--- config.mk ---
export PLATFORM = sky130hd
export DESIGN_NAME = ds_char_tx
export DESIGN_NICKNAME = d
export VERILOG_FILES = /design/src/rtl/dstx_pkg.sv /design/src/rtl/dstx_ctrl.sv /design/src/rtl/dstx_serializer.sv /design/src/rtl/dstx_ds_encoder.sv /design/src/rtl/ds_char_tx.sv
export SDC_FILE = /design/constraint.sdc
export NUM_CORES = 1
export LEC_CHECK = 0
export BUFFER_PORTS_ARGS = -buffer_cell sky130_fd_sc_hd__buf_2
export CORE_ASPECT_RATIO = 0.7
export CORE_UTILIZATION = 50
export CTS_CLUSTER_SIZE = 24
export DETAILED_ROUTE_END_ITERATION = 16
export PLACE_DENSITY = 0.69
export SYNTH_ARGS = -nofsm -noshare
export SYNTH_HDL_FRONTEND = slang
export SYNTH_SLANG_ARGS = --single-unit
--- constraint.sdc ---
create_clock -name clk -period 4 [get_ports clk]
set_clock_uncertainty 0.1 [all_clocks]
set_input_delay 0.4 -clock clk [delete_from_list [all_inputs] [get_ports clk]]
set_output_delay 0.4 -clock clk [all_outputs]
set_load 0.1 [all_outputs]
--- src/rtl/dstx_pkg.sv ---
package dstx_pkg;

  localparam int BYTE_W = 8;
  localparam int CODE_W = 2;

  localparam logic [CODE_W-1:0] CODE_FCT = 2'b00;
  localparam logic [CODE_W-1:0] CODE_EOP = 2'b01;
  localparam logic [CODE_W-1:0] CODE_EEP = 2'b10;
  localparam logic [CODE_W-1:0] CODE_ESC = 2'b11;

  typedef enum logic [2:0] {
    CH_ESC,
    CH_FCT,
    CH_DATA,
    CH_EOP,
    CH_EEP
  } charKind_t;

  // Strobes from the control unit to the serializer
  typedef struct packed {
    logic              load;
    charKind_t         kind;
    logic [BYTE_W-1:0] byteVal;
  } txStrobe_t;

  function automatic logic isPayload(charKind_t k);
    return (k == CH_DATA) || (k == CH_EOP) || (k == CH_EEP);
  endfunction

endpackage

--- src/rtl/dstx_ctrl.sv ---
module dstx_ctrl
  import dstx_pkg::*;
#(
  parameter int TOKEN_CREDIT = 8,
  parameter int MAX_CREDIT   = 56,
  localparam int ENTRY_W  = BYTE_W + 1,
  localparam int CREDIT_W = $clog2(MAX_CREDIT + 1),
  localparam int SUM_W    = $clog2(MAX_CREDIT + TOKEN_CREDIT + 1)
) (
  input  logic                clk,
  input  logic                rstN,
  input  logic                charDone,
  input  logic                fctPending,
  input  logic                tokenIn,
  input  logic [ENTRY_W-1:0]  fifoData,
  input  logic                fifoEmpty,
  output txStrobe_t           strobe,
  output logic                fifoRead,
  output logic                fctTaken,
  output logic [CREDIT_W-1:0] credit
);

  logic               stagedValid;
  logic [ENTRY_W-1:0] staged;
  logic               nullHalf;

  logic               go;
  charKind_t          nextKind;
  logic               takeFct;
  logic               spend;
  logic               spendNow;
  logic [SUM_W-1:0]   creditSum;
  logic [CREDIT_W-1:0] creditNext;

  // Character selection, in priority order
  always_comb begin
    go       = charDone && rstN;
    nextKind = CH_ESC;
    takeFct  = 1'b0;
    spend    = 1'b0;
    if (nullHalf) begin
      nextKind = CH_FCT;
    end else if (fctPending) begin
      nextKind = CH_FCT;
      takeFct  = 1'b1;
    end else if (stagedValid && (credit != '0)) begin
      spend = 1'b1;
      if (staged[BYTE_W]) nextKind = staged[0] ? CH_EEP : CH_EOP;
      else                nextKind = CH_DATA;
    end
  end

  always_comb begin
    strobe.load    = go;
    strobe.kind    = nextKind;
    strobe.byteVal = staged[BYTE_W-1:0];
    fctTaken       = go && takeFct;
    spendNow       = go && spend;
    fifoRead       = rstN && !fifoEmpty && (!stagedValid || spendNow);
  end

  // Credit balance with saturation
  always_comb begin
    creditSum = SUM_W'(credit)
              + (tokenIn ? SUM_W'(TOKEN_CREDIT) : SUM_W'(0))
              - SUM_W'(spendNow);
    if (creditSum > SUM_W'(MAX_CREDIT)) creditNext = CREDIT_W'(MAX_CREDIT);
    else                                creditNext = CREDIT_W'(creditSum);
  end

  always_ff @(posedge clk or negedge rstN) begin
    if (!rstN) begin
      stagedValid <= 1'b0;
      staged      <= '0;
      nullHalf    <= 1'b0;
      credit      <= '0;
    end else begin
      credit <= creditNext;
      if (fifoRead) begin
        stagedValid <= 1'b1;
        staged      <= fifoData;
      end else if (spendNow) begin
        stagedValid <= 1'b0;
      end
      if (go) nullHalf <= (nextKind == CH_ESC);
    end
  end

endmodule

--- src/rtl/dstx_serializer.sv ---
module dstx_serializer
  import dstx_pkg::*;
#(
  localparam int DATA_LEN = BYTE_W + 2,
  localparam int CTRL_LEN = CODE_W + 2,
  localparam int CNT_W    = $clog2(DATA_LEN + 1)
) (
  input  logic      clk,
  input  logic      rstN,
  input  txStrobe_t strobe,
  output logic      charDone,
  output logic      nextBit
);

  logic [DATA_LEN-2:0] shiftReg;
  logic [CNT_W-1:0]    remaining;
  logic                prevXor;

  logic [DATA_LEN-1:0] newChar;
  logic [CODE_W-1:0]   code;
  logic                flag;
  logic                parity;
  logic                newXor;
  logic [CNT_W-1:0]    newLen;

  // Build the next character, LSB-first order: parity, flag, payload
  always_comb begin
    unique case (strobe.kind)
      CH_FCT:  code = CODE_FCT;
      CH_EOP:  code = CODE_EOP;
      CH_EEP:  code = CODE_EEP;
      default: code = CODE_ESC;
    endcase
    flag   = (strobe.kind != CH_DATA);
    parity = ~(prevXor ^ flag);
    if (!flag) begin
      newChar = {strobe.byteVal, flag, parity};
      newXor  = ^strobe.byteVal;
      newLen  = CNT_W'(DATA_LEN);
    end else begin
      newChar = {{(DATA_LEN-CTRL_LEN){1'b0}}, code, flag, parity};
      newXor  = ^code;
      newLen  = CNT_W'(CTRL_LEN);
    end
  end

  assign charDone = (remaining == '0);
  assign nextBit  = strobe.load ? newChar[0] : shiftReg[0];

  always_ff @(posedge clk or negedge rstN) begin
    if (!rstN) begin
      shiftReg  <= '0;
      remaining <= '0;
      prevXor   <= 1'b0;
    end else if (strobe.load) begin
      shiftReg  <= newChar[DATA_LEN-1:1];
      remaining <= newLen - CNT_W'(1);
      prevXor   <= newXor;
    end else if (remaining != '0) begin
      shiftReg  <= shiftReg >> 1;
      remaining <= remaining - CNT_W'(1);
    end
  end

endmodule

--- src/rtl/dstx_ds_encoder.sv ---
module dstx_ds_encoder (
  input  logic clk,
  input  logic rstN,
  input  logic bitIn,
  output logic dLine,
  output logic sLine
);

  always_ff @(posedge clk or negedge rstN) begin
    if (!rstN) begin
      dLine <= 1'b0;
      sLine <= 1'b0;
    end else begin
      dLine <= bitIn;
      if (bitIn == dLine) sLine <= ~sLine;
    end
  end

endmodule

--- src/rtl/ds_char_tx.sv ---
module ds_char_tx
  import dstx_pkg::*;
#(
  parameter int TOKEN_CREDIT = 8,
  parameter int MAX_CREDIT   = 56,
  localparam int ENTRY_W  = BYTE_W + 1,
  localparam int CREDIT_W = $clog2(MAX_CREDIT + 1)
) (
  input  logic               clk,
  input  logic               rstN,
  input  logic [ENTRY_W-1:0] fifoData,
  input  logic               fifoEmpty,
  output logic               fifoRead,
  input  logic               fctPending,
  output logic               fctTaken,
  input  logic               tokenIn,
  output logic               dOut,
  output logic               sOut
);

  txStrobe_t           strobe;
  logic                charDone;
  logic                nextBit;
  logic [CREDIT_W-1:0] credit;

  dstx_ctrl #(
    .TOKEN_CREDIT(TOKEN_CREDIT),
    .MAX_CREDIT  (MAX_CREDIT)
  ) u_ctrl (
    .clk       (clk),
    .rstN      (rstN),
    .charDone  (charDone),
    .fctPending(fctPending),
    .tokenIn   (tokenIn),
    .fifoData  (fifoData),
    .fifoEmpty (fifoEmpty),
    .strobe    (strobe),
    .fifoRead  (fifoRead),
    .fctTaken  (fctTaken),
    .credit    (credit)
  );

  dstx_serializer u_ser (
    .clk     (clk),
    .rstN    (rstN),
    .strobe  (strobe),
    .charDone(charDone),
    .nextBit (nextBit)
  );

  dstx_ds_encoder u_enc (
    .clk  (clk),
    .rstN (rstN),
    .bitIn(nextBit),
    .dLine(dOut),
    .sLine(sOut)
  );

endmodule

## Word-level counts from Yosys, hierarchy flattened

Cells that the tools add are included.

- Memories kept: 0
- Bits in registers: 33
- Bits of input ports: 14
- Logic and storage cells: 62
- Latch bits: 0
- Output and inout bits: 4
- Memory bits (writable): 0
- ROM bits: 0

- Reductions and logical operators: 17
- $lt $le $gt $ge: 1
- $add $sub $neg: 4
- Shift-type cells: 0
- Div/mod/pow operators: 0
- Equality and inequality tests: 5
- Bitwise operators: 3
- Mux-type cells: 23
- $mul: 0

Operators with widths:

| operator | number |
|---|---|
| $mux W9 | 2 |
| $mux W4 | 4 |
| $mux W3 | 5 |
| $mux W10 | 1 |
| $mux W1 | 9 |
| $reduce_xor A8 Y1 | 1 |
| $sub A4 B1 Y4 const B | 2 |
| $add A6 B7 Y7 | 1 |
| $gt A7 B6 Y1 const B | 1 |
| $sub A7 B1 Y7 | 1 |
| $logic_and A1 B1 Y1 | 6 |
| $mux W6 | 1 |
| $pmux W2 S3 | 1 |
| $reduce_bool A6 Y1 | 1 |
| $logic_not A4 Y1 | 1 |
| $reduce_bool A2 Y1 | 2 |
| $reduce_bool A4 Y1 | 1 |
| $eq A3 B1 Y1 const B | 1 |
| $eq A3 B2 Y1 const B | 1 |
| $eq A3 B3 Y1 const B | 1 |
| $logic_not A3 Y1 | 1 |
| $ne A3 B2 Y1 const B | 1 |
| $logic_not A1 Y1 | 2 |
| $not A1 Y1 | 2 |
| other kinds (4) | 4 |

## Logic depth before layout (Yosys ltp)

- Depth after elaboration: 11
- Depth in mapped cells: 14
- Mapped depth without buffers: 13

## Hierarchy

A second synthesis with hierarchy kept.

- Cell total of the unflattened synthesis: 192
- Area total of the unflattened synthesis: 1985.7 µm²

By module, submodules not included:

| module | area an instance (µm²) | cells an instance | sequential area each (µm²) | times used |
|---|---|---|---|---|
| dstx_ctrl | 1119.8 | 102 | 425.4 | 1 |
| dstx_serializer | 793.3 | 87 | 350.3 | 1 |
| dstx_ds_encoder | 72.6 | 3 | 50.0 | 1 |

## Worst setup path before layout

Ideal clock, no wire load.

- Kind: reg2out
- Start point: reg u_ser.remaining[2]
- End point: out fctTaken
- Arrival time: 3418 ps
- Setup slack: 82 ps
- Path buffers: 1
- Cell stages (with the launch flop): 5
- Path through: dfrtp_1 > nor4_4 > clkbuf_1 > nand2_1 > nor3b_1

- Cells in the longest elaborated chain, start to end: 3

Ends and longest elaborated chain:

| element | line | source |
|---|---|---|
| from (decl) | dstx_serializer.sv:16 | `logic [CNT_W-1:0] remaining;` |
| from (signal assigned) | dstx_serializer.sv:57 | `remaining <= newLen - CNT_W'(1);` |
| from (signal assigned) | dstx_serializer.sv:61 | `remaining <= remaining - CNT_W'(1);` |
| $logic_not A4 Y1 | dstx_serializer.sv:47 | `assign charDone = (remaining == '0);` |
| $logic_and A1 B1 Y1 | dstx_ctrl.sv:37 | `go = charDone && rstN;` |
| $logic_and A1 B1 Y1 | dstx_ctrl.sv:57 | `fctTaken = go && takeFct;` |
| to (decl) | ds_char_tx.sv:15 | `output logic fctTaken,` |

Every way passes these cells.

## Worst setup path after layout

- Start point: reg u_ctrl.credit[5]
- End point: reg u_ctrl.credit[1]

- Cells in the longest elaborated chain, start to end: 9
- Elaborated cells between the ends (all ways): 10
- Those cells by class: add/sub (2); order compare (1); mux (4); reduce/logical (3)

Ends and longest elaborated chain:

| element | line | source |
|---|---|---|
| from (decl) | dstx_ctrl.sv:20 | `output logic [CREDIT_W-1:0] credit` |
| from (signal assigned) | dstx_ctrl.sv:78 | `credit <= creditNext;` |
| $reduce_bool A6 Y1 | dstx_ctrl.sv:46 | `end else if (stagedValid && (credit != '0)) begin` |
| $logic_and A1 B1 Y1 | dstx_ctrl.sv:46 |  |
| $mux W1 | dstx_ctrl.sv:46 |  |
| $mux W1 | dstx_ctrl.sv:43 | `end else if (fctPending) begin` |
| $mux W1 | dstx_ctrl.sv:41 | `if (nullHalf) begin` |
| $logic_and A1 B1 Y1 | dstx_ctrl.sv:58 | `spendNow = go && spend;` |
| $sub A7 B1 Y7 * | dstx_ctrl.sv:66 | `- SUM_W'(spendNow);` |
| $gt A7 B6 Y1 | dstx_ctrl.sv:67 | `if (creditSum > SUM_W'(MAX_CREDIT)) creditNext = CREDIT_W'(MAX_CREDIT);` |
| $mux W6 * | dstx_ctrl.sv:67 |  |
| net u_ctrl.creditNext[1] | dstx_ctrl.sv:33 | `logic [CREDIT_W-1:0] creditNext;` |

The timed path passes the listed nets; every way through them passes the cells marked *.
A chain may end at the register's enable or synchronous reset.

==> results.md <==
- Status: finished clean
- Number of global-route vias before repair: around 1400
- Internal: 1029 µW
- Hold_ws: 0.1583 ns
- Global-route met1 utilization: 0.2938
- Area share of xor/xnor cells in the synthesized design: 0.04433
- Detailed placement HPWL: 3.133 mm
- Vias per std cell: between 5 and 6
- Cells after DPL: 253
- Psw: 816.6 µW
- Bufs on Longest Clock Path: 2
- Leading area contributor after synthesis: dfrtp_1
- Worst r2r dst: u_ctrl.credit[1]
- Crit end category: flop
- Post_cts resized: 0
- Largest family of logic cells by synthesized area: compound AO/OA/AOI/OAI gates
- Met3 global-route usage: 0.06167
- Synth cell types: 49
- Synth async-reset ratio: 1.000
- DRC errors left: 0
- Maxcap violations: 0
- Synth area leaders: dfrtp_1 (42%), mux2_4 (6.8%), ha_1 (5.7%)
- Cell leakage power: roughly 0.0010 µW
- Yosys warns: 0
- Slowest-stage cell, CP: a211oi_1
- Crit path max fanout: 10
- Final WL: 4.233 mm
- Post-Syn Area: 0.001976 mm²
- Crit. Startpoint: u_ctrl.credit[5]
- Area growth from synthesis to layout: 10.83%
- Final hold viol count: 0
- Largest net degree at the start of global routing: 46
- Clk Latency, worst-skew pair: roughly 0.28 ns
- Hold Crit Class: primary input to asynchronous set/reset pin
- Complex-gate fraction of the synthesized area: 0.1875
- Top cell type's share of synthesized area: 0.4180
- Synth top cells by count: dfrtp_1 (33), inv_1 (20), nor2_1 (16)
- Syn_area_per_cell: 10.45 µm²
- Crit path to: u_ctrl.credit[1]
- Sequential Power Share: 0.348
- Post-Synth Adder-Cell Area: 0.06713
- Setup ws final: 0.7083 ns
- I/O pin cnt: 18
- PD cells: ~840 mW/mm²
- Period utilization: 0.8229
- WS Path Type: flop to flop
- Worst slack at placement: 0.7440 ns
- Worst path required time: 4.03 ns
- Setup TNS: 0 ns
- Fin crit period: 3.292 ns
- Net count after synthesis: around 210
- EDFF count, synth: 0
- Wire per inst: between 15 and 20 µm
- Mux contribution to synthesized area: 0.07916
- Flops & latches, synth: 33
- Busiest layer in global routing: met2
- Initial core utilization: 0.5415
- Worst-path clk slew: 0.06 ns
- Number of DRC markers in iteration 0: 83
- CP max stage delay: 0.43 ns
- CP Cell Sequence: inv_1, ha_1, or4b_4, o21ai_4, nor2_1, ha_1, inv_1, ha_1, fa_1, and3_1, or3_1, a211oi_1, a211oi_1
- Total track usage: 0.2183
- First-pass GRT wire length: 6.748 mm
- Worst-margin pin slew: about 0.74 ns
- Simple-Gate Fraction of Synth Area: 0.1507
- Most numerous cell in the Yosys netlist: dfrtp_1
- Die Y-Extent: 54.59 µm
- Number of buffers added on ports: 17
- Most frequent CP cell: ha_1
- R2R setup slack: 0.71 ns
- Crit path DAT: between 3 and 4 ns
- Unrepaired setup endpoints after global routing: false
- H-tree levels: 2
- Core area: about 0.0036 mm²
- DIE WIDTH: 77.13 µm
- Antenna fix cells: 0
- ANT nets after route: 0
- RePlAce Congestion: around 1
- Hold Buf Count CTS: 0
- Maximum clock rate: 303.8 MHz
- Sequential share of the synthesized area: 0.4180
- DIE AREA: roughly 0.0042 mm²
- Initial antenna violation count: 0
- GR Util met2: 0.3466
- Inserted Clock Buffers: 5
- Tot Pwr: 1845 µW
- CTS tree: built
- Max VDD drop: 0.4425 mV
- Cells after Synth: between 150 and 200
- Worst reg-to-reg path cell count: 13
- Critical path startpoint category: flop
- Layout cells sized above 1: 0.2153
- NumNets Final: 234
- Pre-Repair DR Iteration Count: 4
- Slew Viols, Final: 0
- Number of vias in the routed layout: 1459
- Final Instance Count excl. Fillers: between 200 and 300
- Final Setup Violations: 0
- Ys flop type: dfrtp_1
- Core Rows: 18
- Clock sink count: 33
- Total gr overflow: 0
- Sw frac: 0.4425
- Root Driver: clkbuf_8
- Critical R2R Launch: u_ctrl.credit[5]
- Clk network pwr share: 0.122
- Setup Fix Bufs, Post-CTS: 0
- Max-slew headroom: 0.5059
- Comb power frac: 0.531
-- cell usage in the layout (no fill, tap or decap), types with 3 or more instances in the layout --
cell type and count:
a211oi_1 7, a21oi_1 11, buf_2 17, buf_4 3
clkbuf_8 5, dfrtp_1 33, ha_1 9, inv_1 20
mux2_4 9, nand2_1 3, nand3_1 3, nand3b_1 3
nor2_1 16, nor2b_1 3, o21ai_0 10, or2_2 3
or4_1 5, xnor2_1 7, xor2_1 3
-- metal layers --
metal  part of all wire  vias to the layer above
li1                   -                      713
met1               0.49                      702
met2               0.44                       38
met3              0.059                        6
met4              0.011                        0
met5                  0                        -
-- flip-flops by register name (all words and copies together), names as in the netlist --
name	flops
u_ctrl.credit	6
u_ctrl.nullHalf	1
u_ctrl.staged	9
u_ctrl.stagedValid	1
u_enc.dLine	1
u_enc.sLine	1
u_ser.prevXor	1
u_ser.remaining	4
u_ser.shiftReg	9
-- through the flow --
| step | utilization | cell area, µm² |
|---|---|---|
| floorplan | - | 1976 |
| global placement | 0.5799 | 2116 |
| detailed placement | 0.5799 | 2116 |
| CTS | 0.6001 | 2190 |
| global route | 0.6001 | 2190 |
| finish | 0.6001 | 2190 |
-- worst max-delay path: cells and delay by family, from the launching register on --
kind	cells	cell delay [ns]
AOI/OAI and AO/OA	3	0.66
adders and majority gates	4	0.93
buffers and inverters	2	0.13
DFF	1	0.36
and+or+nand+nor	4	0.96
-- worst min-delay path by stage --
stage,slack [ns],cells past startpoint,start,end
detailed placement,0.39,1,u_ser.shiftReg[8],u_ser.shiftReg[8]
CTS,0.16,2,rstN,u_ser.shiftReg[4]
finish,0.16,2,rstN,u_ser.remaining[0]
floorplan,0.004,0,rstN,u_ctrl.credit[0]
global route,0.19,2,rstN,u_ser.remaining[0]
global placement,0.38,1,u_ser.shiftReg[8],u_ser.shiftReg[8]
-- power groups by stage --
stage | Clock [µW] | Combinational [µW] | Sequential [µW]
5_1_grt | 243 | 1070 | 659
2_1_floorplan | 0 | 719 | 664
4_1_cts | 232 | 975 | 639
3_5_place_dp | 0 | 968 | 642
3_3_place_gp | 0 | 927 | 630
6_report | 225 | 979 | 642
-- layout make-up --
class / instances / area (µm²)
clock buffers: 5 / 68.82
flip-flops and latches: 33 / 825.8
inverters: 20 / 75.07
repair buffers: 20 / 107.6
well taps: 50 / 62.56
fillers: 336 / 1459
clock inverters: 1 / 5.005
multi-input cells: 130 / 1045
-- cell families after synthesis --
| logic type | after synthesis |
|---|---|
| AO/OA/AOI/OAI | 49 |
| AND/OR/NAND/NOR | 50 |
| buffers and inverters | 26 |
| flip-flops | 33 |
| XOR/XNOR | 10 |
| adder cells (fa/ha/maj) | 10 |
| multiplexers | 11 |
Power figures use the tool's default switching activity.
